$ cat src/rtl/bus_res_pkg.sv
package bus_res_pkg;
  typedef enum logic [2:0] {
    RES_PLAIN = 3'd0,
    RES_WAND  = 3'd1,
    RES_WOR   = 3'd2,
    RES_PULL0 = 3'd3,
    RES_PULL1 = 3'd4
  } res_mode_e;

  typedef enum logic {
    FB_ONES = 1'b0,
    FB_PRIO = 1'b1
  } fb_mode_e;
endpackage

$ cat src/rtl/bus_bit_res.sv
module bus_bit_res import bus_res_pkg::*; #(
  parameter int        N_DRV = 4,
  parameter res_mode_e MODE  = RES_PLAIN,
  parameter fb_mode_e  FB    = FB_ONES
) (
  input  logic [N_DRV-1:0] en_i,
  input  logic [N_DRV-1:0] bit_i,
  input  logic             pri_bit_i,
  output logic             val_o,
  output logic             conf_o
);
  logic any_en, has_one, has_zero, clash, fb_val;

  assign any_en   = |en_i;
  assign has_one  = |(en_i & bit_i);
  assign has_zero = |(en_i & ~bit_i);
  assign clash    = has_one & has_zero;
  // pull modes always use the ones fallback on a clash
  assign fb_val   = (FB == FB_PRIO && MODE == RES_PLAIN) ? pri_bit_i : 1'b1;

  always_comb begin
    val_o  = 1'b1;
    conf_o = 1'b0;
    case (MODE)
      RES_WAND: val_o = any_en ? ~has_zero : 1'b1;
      RES_WOR:  val_o = any_en ? has_one : 1'b1;
      default: begin
        if (!any_en) begin
          val_o = (MODE == RES_PULL0) ? 1'b0 : 1'b1;
        end else if (clash) begin
          val_o  = fb_val;
          conf_o = 1'b1;
        end else begin
          val_o = has_one;
        end
      end
    endcase
  end
endmodule

$ cat src/rtl/bus_excl_det.sv
module bus_excl_det #(
  parameter int N_DRV = 4
) (
  input  logic [N_DRV-1:0] en_i,
  output logic             multi_o
);
  localparam int CW = $clog2(N_DRV + 1);
  logic [CW-1:0] cnt;

  always_comb begin
    cnt = '0;
    for (int k = 0; k < N_DRV; k++) cnt = cnt + CW'(en_i[k]);
  end

  assign multi_o = (cnt > CW'(1));
endmodule

$ cat src/rtl/bus_err_sticky.sv
module bus_err_sticky (
  input  logic clk_i,
  input  logic rst_ni,
  input  logic hit_i,
  input  logic clr_i,
  output logic err_o
);
  logic err_q;

  always_ff @(posedge clk_i or negedge rst_ni) begin
    if (!rst_ni) err_q <= 1'b0;
    else         err_q <= (err_q & ~clr_i) | hit_i;
  end

  assign err_o = err_q;
endmodule

$ cat src/rtl/bus_resolver.sv
module bus_resolver import bus_res_pkg::*; #(
  parameter int        N_DRV = 4,
  parameter int        W     = 8,
  parameter res_mode_e MODE  = RES_PLAIN,
  parameter fb_mode_e  FB    = FB_ONES
) (
  input  logic               clk_i,
  input  logic               rst_ni,
  input  logic [N_DRV-1:0]   en_i,
  input  logic [N_DRV*W-1:0] data_i,
  input  logic               clr_i,
  output logic [W-1:0]       bus_o,
  output logic [W-1:0]       conflict_o,
  output logic               float_o,
  output logic               multi_en_o,
  output logic               err_o
);
  localparam logic CAN_FLOAT = (MODE == RES_PLAIN) || (MODE == RES_WAND) || (MODE == RES_WOR);

  logic [W-1:0] pri_w;
  logic         hit;

  // word of the lowest-index enabled driver
  always_comb begin
    pri_w = '0;
    for (int k = N_DRV - 1; k >= 0; k--) begin
      if (en_i[k]) pri_w = data_i[k*W +: W];
    end
  end

  for (genvar b = 0; b < W; b++) begin : g_bit
    logic [N_DRV-1:0] col;
    for (genvar k = 0; k < N_DRV; k++) begin : g_col
      assign col[k] = data_i[k*W + b];
    end
    bus_bit_res #(.N_DRV(N_DRV), .MODE(MODE), .FB(FB)) u_bit (
      .en_i      (en_i),
      .bit_i     (col),
      .pri_bit_i (pri_w[b]),
      .val_o     (bus_o[b]),
      .conf_o    (conflict_o[b])
    );
  end

  bus_excl_det #(.N_DRV(N_DRV)) u_excl (
    .en_i    (en_i),
    .multi_o (multi_en_o)
  );

  assign float_o = CAN_FLOAT & ~(|en_i);
  assign hit     = (|conflict_o) | multi_en_o;

  bus_err_sticky u_err (
    .clk_i  (clk_i),
    .rst_ni (rst_ni),
    .hit_i  (hit),
    .clr_i  (clr_i),
    .err_o  (err_o)
  );
endmodule

$ cat config.mk
export PLATFORM = sky130hd
export DESIGN_NAME = bus_resolver
export DESIGN_NICKNAME = d
export VERILOG_FILES = /design/src/rtl/bus_res_pkg.sv /design/src/rtl/bus_bit_res.sv /design/src/rtl/bus_excl_det.sv /design/src/rtl/bus_err_sticky.sv /design/src/rtl/bus_resolver.sv
export SDC_FILE = /design/constraint.sdc
export NUM_CORES = 1
export LEC_CHECK = 0
export ABC_AREA = 1
export BUFFER_PORTS_ARGS = -buffer_cell sky130_fd_sc_hd__clkbuf_2
export CAP_MARGIN = 5
export CORE_MARGIN = 2
export CORE_UTILIZATION = 43
export DETAILED_ROUTE_END_ITERATION = 12
export GPL_TIMING_DRIVEN = 1
export PLACE_DENSITY = 0.81
export SLEW_MARGIN = 20
export SYNTH_ARGS = -nofsm -noshare
export SYNTH_HDL_FRONTEND = slang
export SYNTH_SLANG_ARGS = --single-unit
$ cat constraint.sdc
create_clock -name clk_i -period 1.5 [get_ports clk_i]
set_input_delay 0.15 -clock clk_i [delete_from_list [all_inputs] [get_ports clk_i]]
set_output_delay 0.15 -clock clk_i [all_outputs]
set_load 0.05 [all_outputs]
==> results.sh, run 1 <==
export IMPL_cp_arrival_ns=1.28
export IMPL_tns_ns=0
export IMPL_drive_gt1_share_pct=36.9
export IMPL_yosysUniqueCellTypes=22
export IMPL_crit_fanout=4
export IMPL_synth_adder_area_share_pct=3.95
export IMPL_multi_input_area_sq_um=629
export IMPL_syn_nets=234
export IMPL_diodes=0
export IMPL_ant_nets=0
export IMPL_wl_per_cell_um=9.22
export IMPL_slowest_stage="ha_4"
export IMPL_setup_worst_path_start="en_i[1]"
export IMPL_nFillCells=258
export IMPL_clock_latency_ns=0
export IMPL_place_inst=263
export IMPL_vias=1149
export IMPL_synthMuxAreaShare_pct=0
export IMPL_period_share_pct=93.5
export IMPL_synth_top_cells_by_count="nand2_1 (83), inv_1 (38), buf_4 (16), nor2_1 (9), nor2_2 (6)"
export IMPL_worstHoldPathType="in2async"
export IMPL_grt_pass1_vias=977
export IMPL_core_area_sq_um=2150
export IMPL_totalWireLength_mm=2.43
export IMPL_regArea_sq_um=25.0
export IMPL_synth_compound_area_share_pct=4.34
export IMPL_worstSetupPathType="in2reg"
export IMPL_syn_area_per_cell_sq_um=4.95
export IMPL_async_flop_share_pct=100
export IMPL_slew_viol_final=0
export IMPL_synthesis_area_sq_um=951
export IMPL_synth_edf_count=0
export IMPL_yosysTopAreaCellShare_pct=32.8
export IMPL_die_area_sq_um=2600
export IMPL_layout_setup_ws_ns=0.0981
export IMPL_slowest_delay_ns=0.24
export IMPL_dr_pass1_iters=4
export IMPL_vdd_drop_max_mv=0.229
export IMPL_fin_nets=280
export IMPL_synth_xor_area_share_pct=0
export IMPL_area_growth_synth_to_final_pct=25.7
export IMPL_synth_warnings=0
export IMPL_final_area_sq_um=1190
export IMPL_largest_reg_flops=1
export IMPL_fin_skew_ns=0
export IMPL_relSlewSlack_pct=80.6
export IMPL_antenna_found_initial=0
export IMPL_grt_pass1_wl_mm=3.92
export IMPL_die_w_um=51.0
export IMPL_portBuffers=57
export IMPL_dp_hpwl_mm=2.02
export IMPL_fin_crit_ns=1.40
export IMPL_grt_total_usage_pct=18.6
export IMPL_setup_viol=0
export IMPL_yosysTopAreaCell="nand2_1"
export IMPL_r2r_start="u_err.err_o"
export IMPL_worst_slew_pin_slew_ns=0.292
export IMPL_initial_core_util_pct=44.3
export IMPL_cp_buffers_inverters=2
export IMPL_routabilityCongestion=0.787
export IMPL_clkTransAtPathRegs_ns=0
export IMPL_crit_path_start_kind="input pin"
export IMPL_cap_violations=0
export IMPL_hold_viol=0
export IMPL_synth_ff_type="dfrtp_1"
export IMPL_ys_ff_latch=1
export IMPL_p_leak_nw=0.833
export IMPL_crit_chain="clkbuf_2 > inv_4 > ha_4 > ha_4 > nand2_1 > nand2_2 > a21oi_2 > nand3_1 > nor2_1 > nand2_1"
export IMPL_status="finished, final reports clean"
export IMPL_vias_per_cell=4.35
export IMPL_cp_required_ns=1.38
export IMPL_std_cell_rows=17
export IMPL_powerDensity_nw_per_um2=468
export IMPL_placed_area_sq_um=1150
export IMPL_grt_max_degree=16
export IMPL_synth_simple_area_share_pct=54.6
export IMPL_crit_family="adder cells"
export IMPL_drtIter0Drc=14
export IMPL_place_ws_ns=0.0218
export IMPL_timing_fmax_mhz=713
export IMPL_ys_seq_area_share_pct=2.63
export IMPL_die_y_um=51.0
export IMPL_stdcell_count=264
export IMPL_synthCells=192
export IMPL_synth_top_family_by_area="simple AND/OR/NAND/NOR gates"
export IMPL_io_pins=58
export IMPL_yosysMostFrequentCell="nand2_1"
export IMPL_drc_errors=0
export IMPL_synth_area_top_cells="nand2_1 (33%), inv_1 (15%), buf_4 (13%), buf_6 (4.7%), ha_1 (3.9%)"
export IMPL_end_kind="flop"
export IMPL_rsz0062_at_grt="no"
export IMPL_grt_overflow_total=0
cell families (layout without fill, tap and decap cells):
group	count (synthesis)	in the layout
AO/OA/AOI/OAI	7	7
flip-flops	1	1
buffers and inverters	62	106
AND/OR/NAND/NOR	119	119
adder cells (fa/ha/maj)	3	3
report_power, final:
part	internal (mW)	total (mW)	switching, mW
sequential	0.0276	0.0277	0.0000963
combinational	0.163	0.532	0.369
clock	0	0	0
total	0.190	0.560	0.370
what timing repair did:
action,4_1_cts,5_1_grt
setup endpoints to repair,0,3
setup buffers,0,0
resized for setup,0,6
hold endpoints to repair,1,0
hold buffers,1,0
cell type report:
class                      count  area share (%)
timing repair buffer          64            28.5
inverter                      42            13.8
tap                           28            2.93
multi-input combinational    129            52.7
sequential                     1            2.09
final timing paths:
check	end	slack, ns	cells after the start
setup / recovery	u_err.err_o	0.1	10
hold / removal	u_err.err_o	0.51	2
setup reg to reg	u_err.err_o	0.64	4
hold reg to reg	u_err.err_o	0.61	4
max in group asynchronous	u_err.err_o	0.90	2
min in group clk_i	u_err.err_o	0.55	6
cells in the final DEF (no fill, tap or decap), types with 3 or more instances in the layout:
cell type,n
buf_4,6
clkbuf_2,56
inv_1,37
inv_2,3
nand2_1,82
nand2_2,6
nand3_1,5
nand4_1,5
nor2_1,9
nor2_2,6
through the flow:
stage | utilization [%] | hold slack (ns) | power [mW]
after CTS | 54.2 | 0.465 | 0.548
after floorplan | - | -0.146 | 0.466
final | 55.6 | 0.511 | 0.560
after detailed placement | 53.7 | -0.0738 | 0.544
after global routing | 55.6 | 0.513 | 0.610
after global placement | 53.7 | -0.0734 | 0.540
per-layer routing:
| metal | global-route usage [%] | routed length, um | vias up |
|---|---|---|---|
| met4 | 0.901 | 0 | 0 |
| met2 | 33.1 | 1160 | 36 |
| met3 | 0.585 | 139 | 0 |
| met1 | 26.0 | 1130 | 478 |
| li1 | - | - | 635 |
| met5 | 0 | 0 | - |
Power figures use the tool's default switching activity.
==> run 2: changes to the inputs <==
CORE_UTILIZATION = 40   (was 43)
CTS_CLUSTER_DIAMETER = 150   (was default)
PLACE_DENSITY = 0.76   (was 0.81)
==> run 2 against run 1 <==
Effect of this change: global-route usage down 1.4 points; design area up 0.63%; sequential power about the same; highest routed layer is now met4; largest cell class unchanged; hold slack worse by 0.016 ns; critical endpoint is now bus_o[4]; maximum frequency up 1.2%; flip-flop and latch count unchanged; register-to-register slack better by 0.02 ns.
==> results.sh, run 2 (same netlist as run 1, synthesis figures left out) <==
export IMPL_placed_area_sq_um=1160
export IMPL_wl_per_cell_um=8.95
export IMPL_crit_path_start_kind="input pin"
export IMPL_final_area_sq_um=1200
export IMPL_dr_pass1_iters=4
export IMPL_end_kind="primary output"
export IMPL_crit_fanout=9
export IMPL_place_inst=262
export IMPL_timing_rr_end="u_err.err_o"
export IMPL_vias_per_cell=4.27
export IMPL_reg2reg_slack_ns=0.66
export IMPL_hold_viol=0
export IMPL_place_ws_ns=0.0105
export IMPL_regArea_sq_um=25.0
export IMPL_core_area_sq_um=2230
export IMPL_ant_nets=0
export IMPL_worst_slew_pin_slew_ns=0.280
export IMPL_timing_fmax_mhz=722
export IMPL_grt_pass1_wl_mm=3.82
export IMPL_totalWireLength_mm=2.36
export IMPL_multi_input_area_sq_um=619
export IMPL_cp_required_ns=1.35
export IMPL_grt_total_usage_pct=17.2
export IMPL_clkTransAtPathRegs_ns=0
export IMPL_nFillCells=253
export IMPL_relSlewSlack_pct=81.4
export IMPL_cp_arrival_ns=1.23
export IMPL_setup_viol=0
export IMPL_diodes=0
export IMPL_drc_errors=0
export IMPL_std_cell_rows=17
export IMPL_worstHoldPathType="in2async"
export IMPL_layout_cells_most_common="nand2_1"
export IMPL_grt_pass1_vias=921
export IMPL_powerDensity_nw_per_um2=470
export IMPL_p_leak_nw=0.839
export IMPL_layout_setup_ws_ns=0.115
export IMPL_layout_common_cells="nand2_1 (82), clkbuf_2 (55), inv_1 (37), nor2_1 (8)"
export IMPL_grt_max_degree=16
export IMPL_routabilityCongestion=0.852
export IMPL_die_area_sq_um=2780
export IMPL_antenna_found_initial=0
export IMPL_clock_latency_ns=0
export IMPL_die_w_um=52.8
export IMPL_die_y_um=52.8
export IMPL_io_pins=58
export IMPL_portBuffers=57
export IMPL_r2r_start="u_err.err_o"
export IMPL_cap_violations=0
export IMPL_fin_crit_ns=1.38
export IMPL_fin_skew_ns=0
export IMPL_stdcell_count=264
export IMPL_reg2reg_depth=4
export IMPL_dp_hpwl_mm=1.95
export IMPL_initial_core_util_pct=42.6
export IMPL_largest_reg_flops=1
export IMPL_rsz0062_at_grt="yes"
export IMPL_grt_overflow_total=0
export IMPL_setup_worst_path_start="en_i[3]"
export IMPL_vias=1128
export IMPL_status="finished, final reports clean"
export IMPL_drive_gt1_share_pct=36.9
export IMPL_period_share_pct=92.3
export IMPL_area_growth_synth_to_final_pct=26.4
export IMPL_fin_nets=280
export IMPL_worstSetupPathType="in2out"
export IMPL_slew_viol_final=0
export IMPL_vdd_drop_max_mv=0.267
export IMPL_drtIter0Drc=30
-- run 2: how the worst max path moves through the flow --
stage	endpoint	slack, ns	depth (start not counted)
after global routing	u_err.err_o	-0.005	10
after detailed placement	u_err.err_o	0.01	10
after floorplan	u_err.err_o	0.02	9
after global placement	u_err.err_o	0.06	10
final	bus_o[4]	0.12	6
after CTS	u_err.err_o	0.006	10
-- run 2: timing repair --
item | in CTS | in global routing
endpoints found under the setup margin | 0 | 2
resized for setup | 0 | 7
buffers inserted | 0 | 1
hold endpoints to repair | 1 | 0
hold buffers | 1 | 0
-- run 2: area by class of cell --
type,instances,area share (%)
multi-input cells,129,51.5
repair buffers,64,29.8
inverters,42,13.7
well taps,28,2.91
flip-flops and latches,1,2.08
-- run 2: stage by stage --
| stage | setup TNS, ns | power, mW | hold WS (ns) | util (%) |
|---|---|---|---|---|
| floorplan | 0 | 0.466 | -0.146 | - |
| global placement | 0 | 0.554 | -0.0741 | 52.0 |
| detailed placement | 0 | 0.554 | -0.0744 | 52.0 |
| CTS | 0 | 0.557 | 0.465 | 52.4 |
| global route | -0.00477 | 0.618 | 0.521 | 53.8 |
| finish | 0 | 0.565 | 0.495 | 53.8 |
-- run 2: report_power, final --
part / total [mW] / internal, mW / leakage [nW] / switching [mW]
logic: 0.537 / 0.171 / 0.830 / 0.367
clock network: 0 / 0 / 0 / 0
registers: 0.0277 / 0.0276 / 0.00876 / 0.0000822
-- run 2: worst max-delay path, cell delays in order --
cell	delay [ns]
clkbuf_2	0.18
buf_4	0.20
nand2_1	0.06
nand4_1	0.12
or2_2	0.29
clkbuf_2	0.24
-- run 2: layer usage --
layer	global-route usage, %	up-vias	wire length, um
met1	23.7	449	1070
li1	-	636	-
met5	0	-	0
met2	30.6	41	1110
met4	0.855	0	10
met3	0.857	2	172
==> run 3: changes to the inputs <==
RECOVER_POWER = 25   (was default)
==> run 3 against run 2 <==
Effect of this change: flip-flop and latch count stayed put; via count is the same; power down 0.23%; first-iteration DRC count did not move; register-to-register slack barely moved; critical path type unchanged; critical endpoint unchanged; largest cell class unchanged.
==> results.sh, run 3 (same netlist as run 1, synthesis figures left out) <==
export IMPL_status="finished, final reports clean"
export IMPL_std_cell_rows=17
export IMPL_setup_viol=0
export IMPL_worstHoldPathType="in2async"
export IMPL_grt_max_degree=16
export IMPL_fin_skew_ns=0
export IMPL_ant_nets=0
export IMPL_vdd_drop_max_mv=0.267
export IMPL_placed_area_sq_um=1160
export IMPL_r2r_start="u_err.err_o"
export IMPL_slowest_stage="or2_2"
export IMPL_cp_arrival_ns=1.23
export IMPL_area_growth_synth_to_final_pct=25.9
export IMPL_powerDensity_nw_per_um2=471
export IMPL_antenna_found_initial=0
export IMPL_reg2reg_slack_ns=0.66
export IMPL_initial_core_util_pct=42.6
export IMPL_power_total_mw=0.564
export IMPL_timing_rr_end="u_err.err_o"
export IMPL_die_y_um=52.8
export IMPL_layout_cells_most_common="nand2_1"
export IMPL_diodes=0
export IMPL_cp_depth=6
export IMPL_worstSetupPathType="in2out"
export IMPL_p_leak_nw=0.833
export IMPL_worstSetupEndpoint="bus_o[4]"
export IMPL_period_share_pct=92.3
export IMPL_crit_chain="clkbuf_2 > buf_4 > nand2_1 > nand4_1 > or2_2 > clkbuf_2"
export IMPL_rsz0062_at_grt="yes"
export IMPL_drtIter0Drc=30
export IMPL_crit_fanout=9
export IMPL_core_area_sq_um=2230
export IMPL_dp_hpwl_mm=1.95
export IMPL_fin_nets=280
export IMPL_portBuffers=57
export IMPL_die_area_sq_um=2780
export IMPL_cap_violations=0
export IMPL_p_int_mw=0.198
export IMPL_crit_path_start_kind="input pin"
export IMPL_routabilityCongestion=0.852
export IMPL_grt_overflow_total=0
export IMPL_end_kind="primary output"
export IMPL_hold_viol=0
export IMPL_pwr_share_comb_pct=95.1
export IMPL_crit_family="buffers and inverters"
export IMPL_cp_buffers_inverters=3
export IMPL_totalWireLength_mm=2.37
export IMPL_fin_crit_ns=1.38
export IMPL_grt_total_usage_pct=17.2
export IMPL_grt_pass1_wl_mm=3.82
export IMPL_die_w_um=52.8
export IMPL_io_pins=58
export IMPL_drive_gt1_share_pct=35.6
export IMPL_p_sw_share_pct=64.9
export IMPL_largest_reg_flops=1
export IMPL_vias_per_cell=4.27
export IMPL_clkPwrFrac_pct=0
export IMPL_cp_common_cell="clkbuf_2"
export IMPL_cp_required_ns=1.35
export IMPL_final_area_sq_um=1200
export IMPL_wl_per_cell_um=8.97
export IMPL_clkTransAtPathRegs_ns=0
export IMPL_relSlewSlack_pct=60.3
export IMPL_dr_pass1_iters=4
export IMPL_grt_pass1_vias=921
export IMPL_slew_viol_final=0
export IMPL_seq_power_share_pct=4.9
export IMPL_setup_worst_path_start="en_i[3]"
export IMPL_worst_slew_pin_slew_ns=0.598
export IMPL_clock_latency_ns=0
export IMPL_drc_errors=0
export IMPL_reg2reg_depth=4
export IMPL_place_ws_ns=0.0105
export IMPL_power_switching_mw=0.366
export IMPL_timing_fmax_mhz=722
export IMPL_layout_common_cells="nand2_1 (82), clkbuf_2 (53), inv_1 (37), nor2_1 (9), buf_4 (7)"
export IMPL_layout_setup_ws_ns=0.115
export IMPL_vias=1128
export IMPL_slowest_delay_ns=0.29
run 3: power groups by stage:
stage | Sequential (mW) | Combinational (mW) | Clock, mW
final | 0.0277 | 0.536 | 0
after CTS | 0.0277 | 0.529 | 0
after global routing | 0.0277 | 0.588 | 0
after detailed placement | 0.0277 | 0.526 | 0
after global placement | 0.0277 | 0.527 | 0
after floorplan | 0.0281 | 0.438 | 0
run 3: timing repair:
item                                    4_1_cts  5_1_grt
hold endpoints to repair                      1        0
endpoints found under the setup margin        0        2
setup buffers                                 0        1
resized for setup                             0        7
hold buffers                                  1        0
run 3: layout make-up:
| class | instances | area (sq um) |
|---|---|---|
| sequential | 1 | 25.0 |
| fill | 254 | 1040 |
| multi-input combinational | 129 | 617 |
| inverter | 42 | 165 |
| tap | 28 | 35.0 |
| timing repair buffer | 64 | 355 |
run 3: per-layer routing:
metal	up-vias	global-route usage (%)	part of all wire [%]
li1	636	-	-
met5	-	0	0
met3	2	0.857	7.3
met2	41	30.6	47
met4	0	0.855	0.42
met1	449	23.7	45
run 3: worst min-delay path by stage:
stage                      start          end  slack (ns)  cells past startpoint
after floorplan           rst_ni  u_err.err_o       -0.15                      0
after global placement    rst_ni  u_err.err_o       -0.07                      1
after detailed placement  rst_ni  u_err.err_o       -0.07                      1
after CTS                 rst_ni  u_err.err_o        0.47                      2
after global routing      rst_ni  u_err.err_o        0.52                      2
final                     rst_ni  u_err.err_o        0.50                      2
run 3: stage by stage:
| step | TNS, ns | std cells | utilization (%) | hold slack [ns] |
|---|---|---|---|---|
| 2_1_floorplan | 0 | 192 | - | -0.146 |
| 3_3_place_gp | 0 | 262 | 52.0 | -0.0741 |
| 3_5_place_dp | 0 | 262 | 52.0 | -0.0744 |
| 4_1_cts | 0 | 263 | 52.4 | 0.465 |
| 5_1_grt | -0.00477 | 264 | 53.6 | 0.521 |
| 6_report | 0 | 264 | 53.6 | 0.495 |
